$ cat config.mk
export PLATFORM = sky130hd
export DESIGN_NAME = hw_halt_ctrl
export DESIGN_NICKNAME = d
export VERILOG_FILES = /design/src/rtl/hw_pkg.sv /design/src/rtl/hw_idle_timer.sv /design/src/rtl/hw_wake_detect.sv /design/src/rtl/hw_nack_guard.sv /design/src/rtl/hw_halt_ctrl.sv
export SDC_FILE = /design/constraint.sdc
export NUM_CORES = 1
export LEC_CHECK = 0
export CAP_MARGIN = 20
export CORE_ASPECT_RATIO = 1.5
export CORE_MARGIN = 2
export CORE_UTILIZATION = 40
export CTS_CLUSTER_DIAMETER = 40
export CTS_CLUSTER_SIZE = 24
export DETAILED_ROUTE_END_ITERATION = 6
export PLACE_DENSITY = 0.7
export SETUP_SLACK_MARGIN = 0.5
export SYNTH_ARGS = -nofsm -noshare
export SYNTH_HDL_FRONTEND = slang
export SYNTH_SLANG_ARGS = --single-unit
$ cat constraint.sdc
create_clock -name clk -period 6 [get_ports clk]
set_input_delay 0.6 -clock clk [delete_from_list [all_inputs] [get_ports clk]]
set_output_delay 0.6 -clock clk [all_outputs]
set_load 0.02 [all_outputs]
$ cat src/rtl/hw_pkg.sv
package hw_pkg;
  typedef enum logic {ST_ACTIVE = 1'b0, ST_HALT = 1'b1} hw_state_t;
  localparam int HW_DEFAULT_MS = 500;
endpackage

$ cat src/rtl/hw_idle_timer.sv
module hw_idle_timer #(
  parameter int TMO_W = 16,
  parameter int DEF_MS = 500
) (
  input  logic             clk,
  input  logic             rst_n,
  input  logic             run,
  input  logic             reload,
  input  logic             tick,
  input  logic [TMO_W-1:0] limit,
  output logic             expire
);
  localparam logic [TMO_W-1:0] DEF_CNT = TMO_W'(DEF_MS);
  logic [TMO_W-1:0] cnt_q;

  assign expire = run && !reload && tick && (cnt_q <= TMO_W'(1));

  always_ff @(posedge clk or negedge rst_n) begin
    if (!rst_n)
      cnt_q <= DEF_CNT;
    else if (reload)
      cnt_q <= limit;
    else if (expire)
      cnt_q <= '0;
    else if (run && tick)
      cnt_q <= cnt_q - TMO_W'(1);
  end
endmodule

$ cat src/rtl/hw_wake_detect.sv
module hw_wake_detect #(
  parameter int N_PIN = 2,
  parameter int N_KEY = 8
) (
  input  logic             clk,
  input  logic             rst_n,
  input  logic             halted,
  input  logic             bus_start,
  input  logic             bus_act,
  input  logic [N_PIN-1:0] pin_wake,
  input  logic [N_KEY-1:0] key_sense,
  output logic             wake
);
  logic [N_PIN-1:0] pin_q;
  logic [N_PIN-1:0] pin_edge;

  for (genvar g = 0; g < N_PIN; g++) begin : g_edge
    assign pin_edge[g] = pin_wake[g] ^ pin_q[g];
  end

  always_ff @(posedge clk or negedge rst_n) begin
    if (!rst_n) pin_q <= '0;
    else        pin_q <= pin_wake;
  end

  assign wake = halted && (bus_start || bus_act || (|pin_edge) || !(&key_sense));
endmodule

$ cat src/rtl/hw_nack_guard.sv
module hw_nack_guard (
  input  logic clk,
  input  logic rst_n,
  input  logic wake,
  input  logic addr_done,
  output logic nack_first
);
  always_ff @(posedge clk or negedge rst_n) begin
    if (!rst_n)         nack_first <= 1'b0;
    else if (wake)      nack_first <= 1'b1;
    else if (addr_done) nack_first <= 1'b0;
  end
endmodule

$ cat src/rtl/hw_halt_ctrl.sv
module hw_halt_ctrl
  import hw_pkg::*;
#(
  parameter int TMO_W = 16,
  parameter int N_PIN = 2,
  parameter int N_KEY = 8,
  parameter int DEF_MS = HW_DEFAULT_MS
) (
  input  logic             clk,
  input  logic             rst_n,
  input  logic             ms_tick,
  input  logic             key_evt,
  input  logic             bus_act,
  input  logic             bus_start,
  input  logic             irq_pending,
  input  logic [N_PIN-1:0] pin_wake,
  input  logic [N_KEY-1:0] key_sense,
  input  logic [TMO_W-1:0] tmo_ms,
  input  logic             addr_done,
  output logic             halt_req,
  output logic             nack_first
);
  localparam logic [TMO_W-1:0] DEF_LIM = TMO_W'(DEF_MS);

  hw_state_t  state_q;
  logic       halted;
  logic       wake;
  logic       expire;
  logic       hold;
  logic [TMO_W-1:0] limit;

  assign halted = (state_q == ST_HALT);
  assign limit  = (tmo_ms == '0) ? DEF_LIM : tmo_ms;
  assign hold   = (!halted && (key_evt || bus_act || bus_start || irq_pending)) || wake;

  hw_idle_timer #(.TMO_W(TMO_W), .DEF_MS(DEF_MS)) u_timer (
    .clk(clk), .rst_n(rst_n), .run(!halted), .reload(hold),
    .tick(ms_tick), .limit(limit), .expire(expire)
  );

  hw_wake_detect #(.N_PIN(N_PIN), .N_KEY(N_KEY)) u_wake (
    .clk(clk), .rst_n(rst_n), .halted(halted), .bus_start(bus_start),
    .bus_act(bus_act), .pin_wake(pin_wake), .key_sense(key_sense), .wake(wake)
  );

  hw_nack_guard u_nack (
    .clk(clk), .rst_n(rst_n), .wake(wake), .addr_done(addr_done),
    .nack_first(nack_first)
  );

  always_ff @(posedge clk or negedge rst_n) begin
    if (!rst_n)      state_q <= ST_ACTIVE;
    else if (wake)   state_q <= ST_ACTIVE;
    else if (expire) state_q <= ST_HALT;
  end

  assign halt_req = halted;
endmodule

==> metrics.md, run 1 <==
| Metric | Value |
|---|---|
| Status | `completed` |
| Post-DRT Antenna Nets | `0` |
| Vias per cell | `5.63` |
| # diodes | `0` |
| First-pass GRT wire length | `5310 um` |
| Root buf cell | `clkbuf_8` |
| Die width | `48.9 um` |
| Crit end category | `flop` |
| Post_cts resized | `0` |
| Final nets | `200` |
| RSZ-0062 raised after global routing | `no` |
| Crit-path slowest cell | `nor2b_1` |
| Post-Place Setup Slack | `3.19 ns` |
| Max-cap viol count | `0` |
| GP Congestion | `0.875` |
| Synth top area cells | `dfrtp_1 29%, dfstp_2 13%, xnor2_1 6.5%` |
| Mapped Cells | `128` |
| Reg2reg end | `u_timer.cnt_q[9]` |
| Worst hold endpoint | `u_nack.nack_first` |
| Number of antenna violations at the first check in global routing | `0` |
| Part of the Yosys area used for sequential elements | `0.420` |
| Setup Crit Path Kind | `in -> reg` |
| Worst Clk Skew | `0.00116 ns` |
| Row cnt | `24` |
| DRT Pass-1 Iters | `4` |
| TNS Setup | `0 ns` |
| Via count | `1,137` |
| Routed WL per cell | `15.1 um` |
| Syn_nets | `164` |
| Leakage power | `0.630 nW` |
| Mapped Area | `1210 um^2` |
| Pwr per Cell Area | `187 nW/um^2` |
| Final hold vios | `0` |
| Syn Area/Cell | `9.45 um^2` |
| Cell taking the most area after synthesis | `dfrtp_1` |
| Relative slew slack | `0.394` |
| Final worst path period need | `2.58 ns` |
| Yosys warns | `0` |
| I/O Pins | `36` |
| Syn-to-layout area delta | `36.7%` |
| Vias in the first global route | `1,152` |
| Number of port buffers | `35` |
| CP max stage delay | `0.55 ns` |
| Die Ht | `71.4 um` |
| Post-synth top cells | `14 x dfrtp_1, 14 x nand2_1, 11 x o21ai_0` |
| Initial Util | `0.420` |
| Die area | `3490 um^2` |
| Library cells used by synthesis | `35` |
| WP data required | `6.17 ns` |
| Post-CTS Hold Buffers | `0` |
| Layout cells sized above 1 | `0.129` |
| CTS Sinks | `20` |
| CTS Buf Count | `3` |
| Clock Path Buffers | `2` |
| R2r setup slk | `3.57 ns` |
| Reg-to-reg startpoint | `u_timer.cnt_q[10]` |
| Critical Path AT | `2.75 ns` |
| Pin count of the biggest net entering global routing | `30` |
| Worst path buffer plus inverter count | `1` |
| Post-CTS setup buffer count | `0` |
| Delay-heaviest family, CP | `simple AND/OR/NAND/NOR gates` |
| Tcrit/Tclk final | `0.430` |
| Crit-path max FO | `9` |
| Number of synthesized flops with an enable pin | `0` |
| CP dominant cell by count | `or3_1` |
| HP Start | `u_nack.nack_first` |
| Maximum vdd drop | `0.129 mV` |
| Final worst slack | `3.42 ns` |
| Worst setup SP type | `primary input` |
| H-tree Lvls | `1` |
| Post-synthesis async set-or-reset flop share | `1.00` |
| R2r worst-path depth | `5` |
| Worst-Skew Late Latency | `0.26 ns` |
| Share of the synthesized area in the top cell type | `0.290` |
| Core Footprint | `2880 um^2` |
| Hold Path Stages | `2` |
| Remaining Overflow, GRT | `0` |
| Total track usage | `0.194` |
| Final Setup Violations | `0` |
| Residual DRC | `0` |
| Synth Flop Type | `dfrtp_1` |
| DP HPWL | `2330 um` |
| CTS tree | `built` |
| Seq cells post-synth | `20` |
| Fin. max-slew vios | `0` |
| Worst min-delay path class | `reg -> reg` |
| DRT iter0 DRCs | `52` |
| Crit path cell chain | `clkdlybuf4s50_1 -> nor2b_1 -> nand4_1 -> or3_1 -> or3_1 -> a22oi_1` |
| Final wirelength | `3060 um` |
| Clk pin slew, worst setup/hold paths | `0.07 ns` |
| Worst slew pin tran | `0.906 ns` |
| Fmax | `0.388 GHz` |
metal layers:
layer	GRT usage	vias to the layer above	routed length (um)
li1	-	537	-
met1	0.220	554	1260
met2	0.353	42	1590
met3	0.0396	4	168
met4	0.0794	0	40
met5	0	-	0
logic make-up after synthesis:
family | Yosys count | share of synthesized area
xor+xnor | 16 | 0.116
fa+ha+maj | 2 | 0.0207
flops | 20 | 0.420
compound gates | 28 | 0.154
simple gates | 52 | 0.256
buf+inv | 10 | 0.0331
metrics by stage:
stage | area (um^2) | power (mW) | util | hold WS (ns) | cells
floorplan | 1210 | 0.177 | - | 0.304 | 128
global placement | 1600 | 0.208 | 0.555 | 0.514 | 198
detailed placement | 1600 | 0.210 | 0.555 | 0.525 | 198
CTS | 1650 | 0.311 | 0.574 | 0.538 | 202
global route | 1650 | 0.323 | 0.574 | 0.575 | 202
finish | 1650 | 0.309 | 0.574 | 0.531 | 202
worst register-to-register path, delay by kind of cell, from the launching register on:
family,cells,cell delay (ns)
AO/OA/AOI/OAI,1,0.10
AND/OR/NAND/NOR,4,1.82
flip-flops,1,0.40
worst max-delay path by stage:
stage,to,depth (start not counted),from
floorplan,u_timer.cnt_q[14],6,key_sense[2]
global placement,u_timer.cnt_q[9],6,ms_tick
detailed placement,u_timer.cnt_q[14],6,ms_tick
CTS,u_timer.cnt_q[9],6,ms_tick
global route,u_timer.cnt_q[9],6,ms_tick
finish,u_timer.cnt_q[14],6,ms_tick
registers in the layout (all words and copies together) (netlist names):
name	flops
u_timer.cnt_q	16
u_wake.pin_q	2
halt_req	1
u_nack.nack_first	1
layout make-up:
cell class / count / area, um^2
clock buffers: 4 / 55.1
multi-input cells: 98 / 666
repair buffers: 36 / 358
well taps: 39 / 48.8
fillers: 269 / 1230
inverters: 5 / 18.8
flip-flops and latches: 20 / 508
report_power, final:
group | switching, mW | internal, mW | leakage [nW]
clock | 0.0437 | 0.0584 | 0.0288
sequential | 0.00883 | 0.145 | 0.231
combinational | 0.0217 | 0.0318 | 0.370
total | 0.0742 | 0.235 | 0.630
layout by cell type (no fill, tap or decap), types with 6 or more instances in the layout:
master	instances
clkdlybuf4s50_1	35
nand2_1	14
dfrtp_1	14
o21ai_0	11
o31ai_1	10
xnor2_1	9
nor4_1	7
xor2_1	7
dfstp_2	6
Note: power is estimated with default switching activity, not from simulation.
==> run 2: changes to the inputs <==
Clock period 6 ns to 2.7 ns, I/O delays scaled along.
==> run 2 against run 1 <==
Compared with the run above:
- die area unchanged
- worst hold slack lost 0.027 ns
- flip-flop and latch count unchanged
- first-iteration DRC count decreased by 60%
- utilization increased by 1.6 points
- total power grew 120%
- via count increased by 0.70%
- non-clock buffer count rose by 6
- combinational power increased by 130%
- clock power increased by 120%
- largest power group unchanged
==> metrics.md, run 2 (synthesis results as in run 1) <==
| Metric | Value |
|---|---|
| Biggest registers after layout | `u_timer.cnt_q (16), u_wake.pin_q (2)` |
| Clock Path Buffers | `2` |
| Post-DRT Antenna Nets | `0` |
| # diodes | `0` |
| Post-CTS Hold Buffers | `0` |
| R2r setup slk | `0.62 ns` |
| Most frequent cells in the layout | `35 x clkdlybuf4s50_1, 14 x nand2_1, 14 x dfrtp_1` |
| Final Setup Violations | `0` |
| Leakage power | `0.661 nW` |
| Remaining Overflow, GRT | `0` |
| Worst slew pin tran | `0.872 ns` |
| DP HPWL | `2440 um` |
| Syn-to-layout area delta | `40.4%` |
| Hold_ws | `0.504 ns` |
| Reg-to-reg startpoint | `u_timer.cnt_q[10]` |
| Crit-path max FO | `4` |
| Placed instance count | `201` |
| Die area | `3490 um^2` |
| WP data required | `2.85 ns` |
| DRT Pass-1 Iters | `6` |
| Worst Clk Skew | `0.00406 ns` |
| Critical Path AT | `2.23 ns` |
| Clk pin slew, worst setup/hold paths | `0.07 ns` |
| Final hold vios | `0` |
| GP Congestion | `0.883` |
| Maximum vdd drop | `0.253 mV` |
| CTS tree | `built` |
| First-pass GRT wire length | `5310 um` |
| Initial Util | `0.420` |
| Pwr per Cell Area | `408 nW/um^2` |
| Total track usage | `0.196` |
| Core Footprint | `2880 um^2` |
| CTS Sinks | `20` |
| Max-cap viol count | `0` |
| Number of antenna violations at the first check in global routing | `0` |
| Status | `completed` |
| H-tree Lvls | `1` |
| Finished Layout Cells | `208` |
| Final worst path period need | `2.08 ns` |
| I/O Pins | `36` |
| CTS Buf Count | `3` |
| Root buf cell | `clkbuf_8` |
| Crit end category | `flop` |
| Fin. max-slew vios | `0` |
| Post_cts resized | `0` |
| TNS Setup | `0 ns` |
| Relative slew slack | `0.417` |
| Most common cell after layout, fill and taps aside | `clkdlybuf4s50_1` |
| Residual DRC | `0` |
| DRT iter0 DRCs | `21` |
| Most flops, register | `u_timer.cnt_q` |
| Number of port buffers | `35` |
| Pin count of the biggest net entering global routing | `21` |
| Worst-Skew Late Latency | `0.26 ns` |
| Final nets | `206` |
| Vias per cell | `5.50` |
| Final wirelength | `3100 um` |
| Filler instances | `276` |
| Tcrit/Tclk final | `0.770` |
| Die Ht | `71.4 um` |
| R2r worst-path depth | `5` |
| Vias in the first global route | `1,158` |
| CP startpoint | `u_timer.cnt_q[10]` |
| Setup Crit Path Kind | `reg -> reg` |
| Via count | `1,145` |
| Number of flip-flops in the largest register | `16` |
| Layout cells sized above 1 | `0.160` |
| Worst setup SP type | `flop` |
| Reg2reg end | `u_timer.cnt_q[1]` |
| Worst min-delay path class | `in -> async` |
| Die width | `48.9 um` |
| Row cnt | `24` |
| Routed WL per cell | `14.9 um` |
| RSZ-0062 raised after global routing | `no` |
| Fmax | `0.481 GHz` |
==> run 2: cell count changes in the layout (fill, tap and decap cells not counted), sizes merged <==
cell,before,now
buf,1,7
==> run 2: cell type report <==
class	instances	area (um^2)	area share
multi-input cells	98	666	0.392
flip-flops and latches	20	508	0.299
repair buffers	42	403	0.237
clock buffers	4	55.1	0.0324
well taps	39	48.8	0.0287
inverters	5	18.8	0.0110
==> run 2: worst max-delay path by stage <==
| stage | end | slack, ns |
|---|---|---|
| after floorplan | u_timer.cnt_q[1] | 0.70 |
| after global placement | u_timer.cnt_q[11] | 0.46 |
| after detailed placement | u_timer.cnt_q[13] | 0.42 |
| after CTS | u_timer.cnt_q[11] | 0.56 |
| after global routing | u_timer.cnt_q[11] | 0.51 |
| final | u_timer.cnt_q[1] | 0.62 |
==> run 2: critical path, cell delays in order (launching register included) <==
cell and delay (ns):
dfrtp_1 0.40, or4_4 0.56, or3_4 0.41, or4_4 0.43
o211ai_2 0.10, o21ai_2 0.06
==> run 2: timing repair <==
item	in CTS	in global routing
pin swaps	1	1
buffers inserted	3	0
endpoints found under the setup margin	1	13
cloned	0	0
==> run 2: routing by layer <==
layer | vias to the layer above | GRT usage | share of wire
met2 | 38 | 0.373 | 0.54
met5 | - | 0 | 0
met4 | 0 | 0.0921 | 0.020
met3 | 6 | 0.0375 | 0.057
li1 | 549 | - | -
met1 | 552 | 0.204 | 0.38
==> run 2: power by group <==
group	internal [mW]	switching, mW
logic	0.0722	0.0490
clock network	0.130	0.0992
registers	0.322	0.0201
total	0.525	0.168
==> run 2: per-stage QoR <==
step	instance area, um^2	power, mW	setup WS [ns]	utilization
6_report	1700	0.693	0.621	0.589
5_1_grt	1700	0.726	0.507	0.589
4_1_cts	1700	0.695	0.555	0.589
3_5_place_dp	1620	0.468	0.417	0.563
3_3_place_gp	1620	0.465	0.457	0.563
2_1_floorplan	1210	0.394	0.699	-
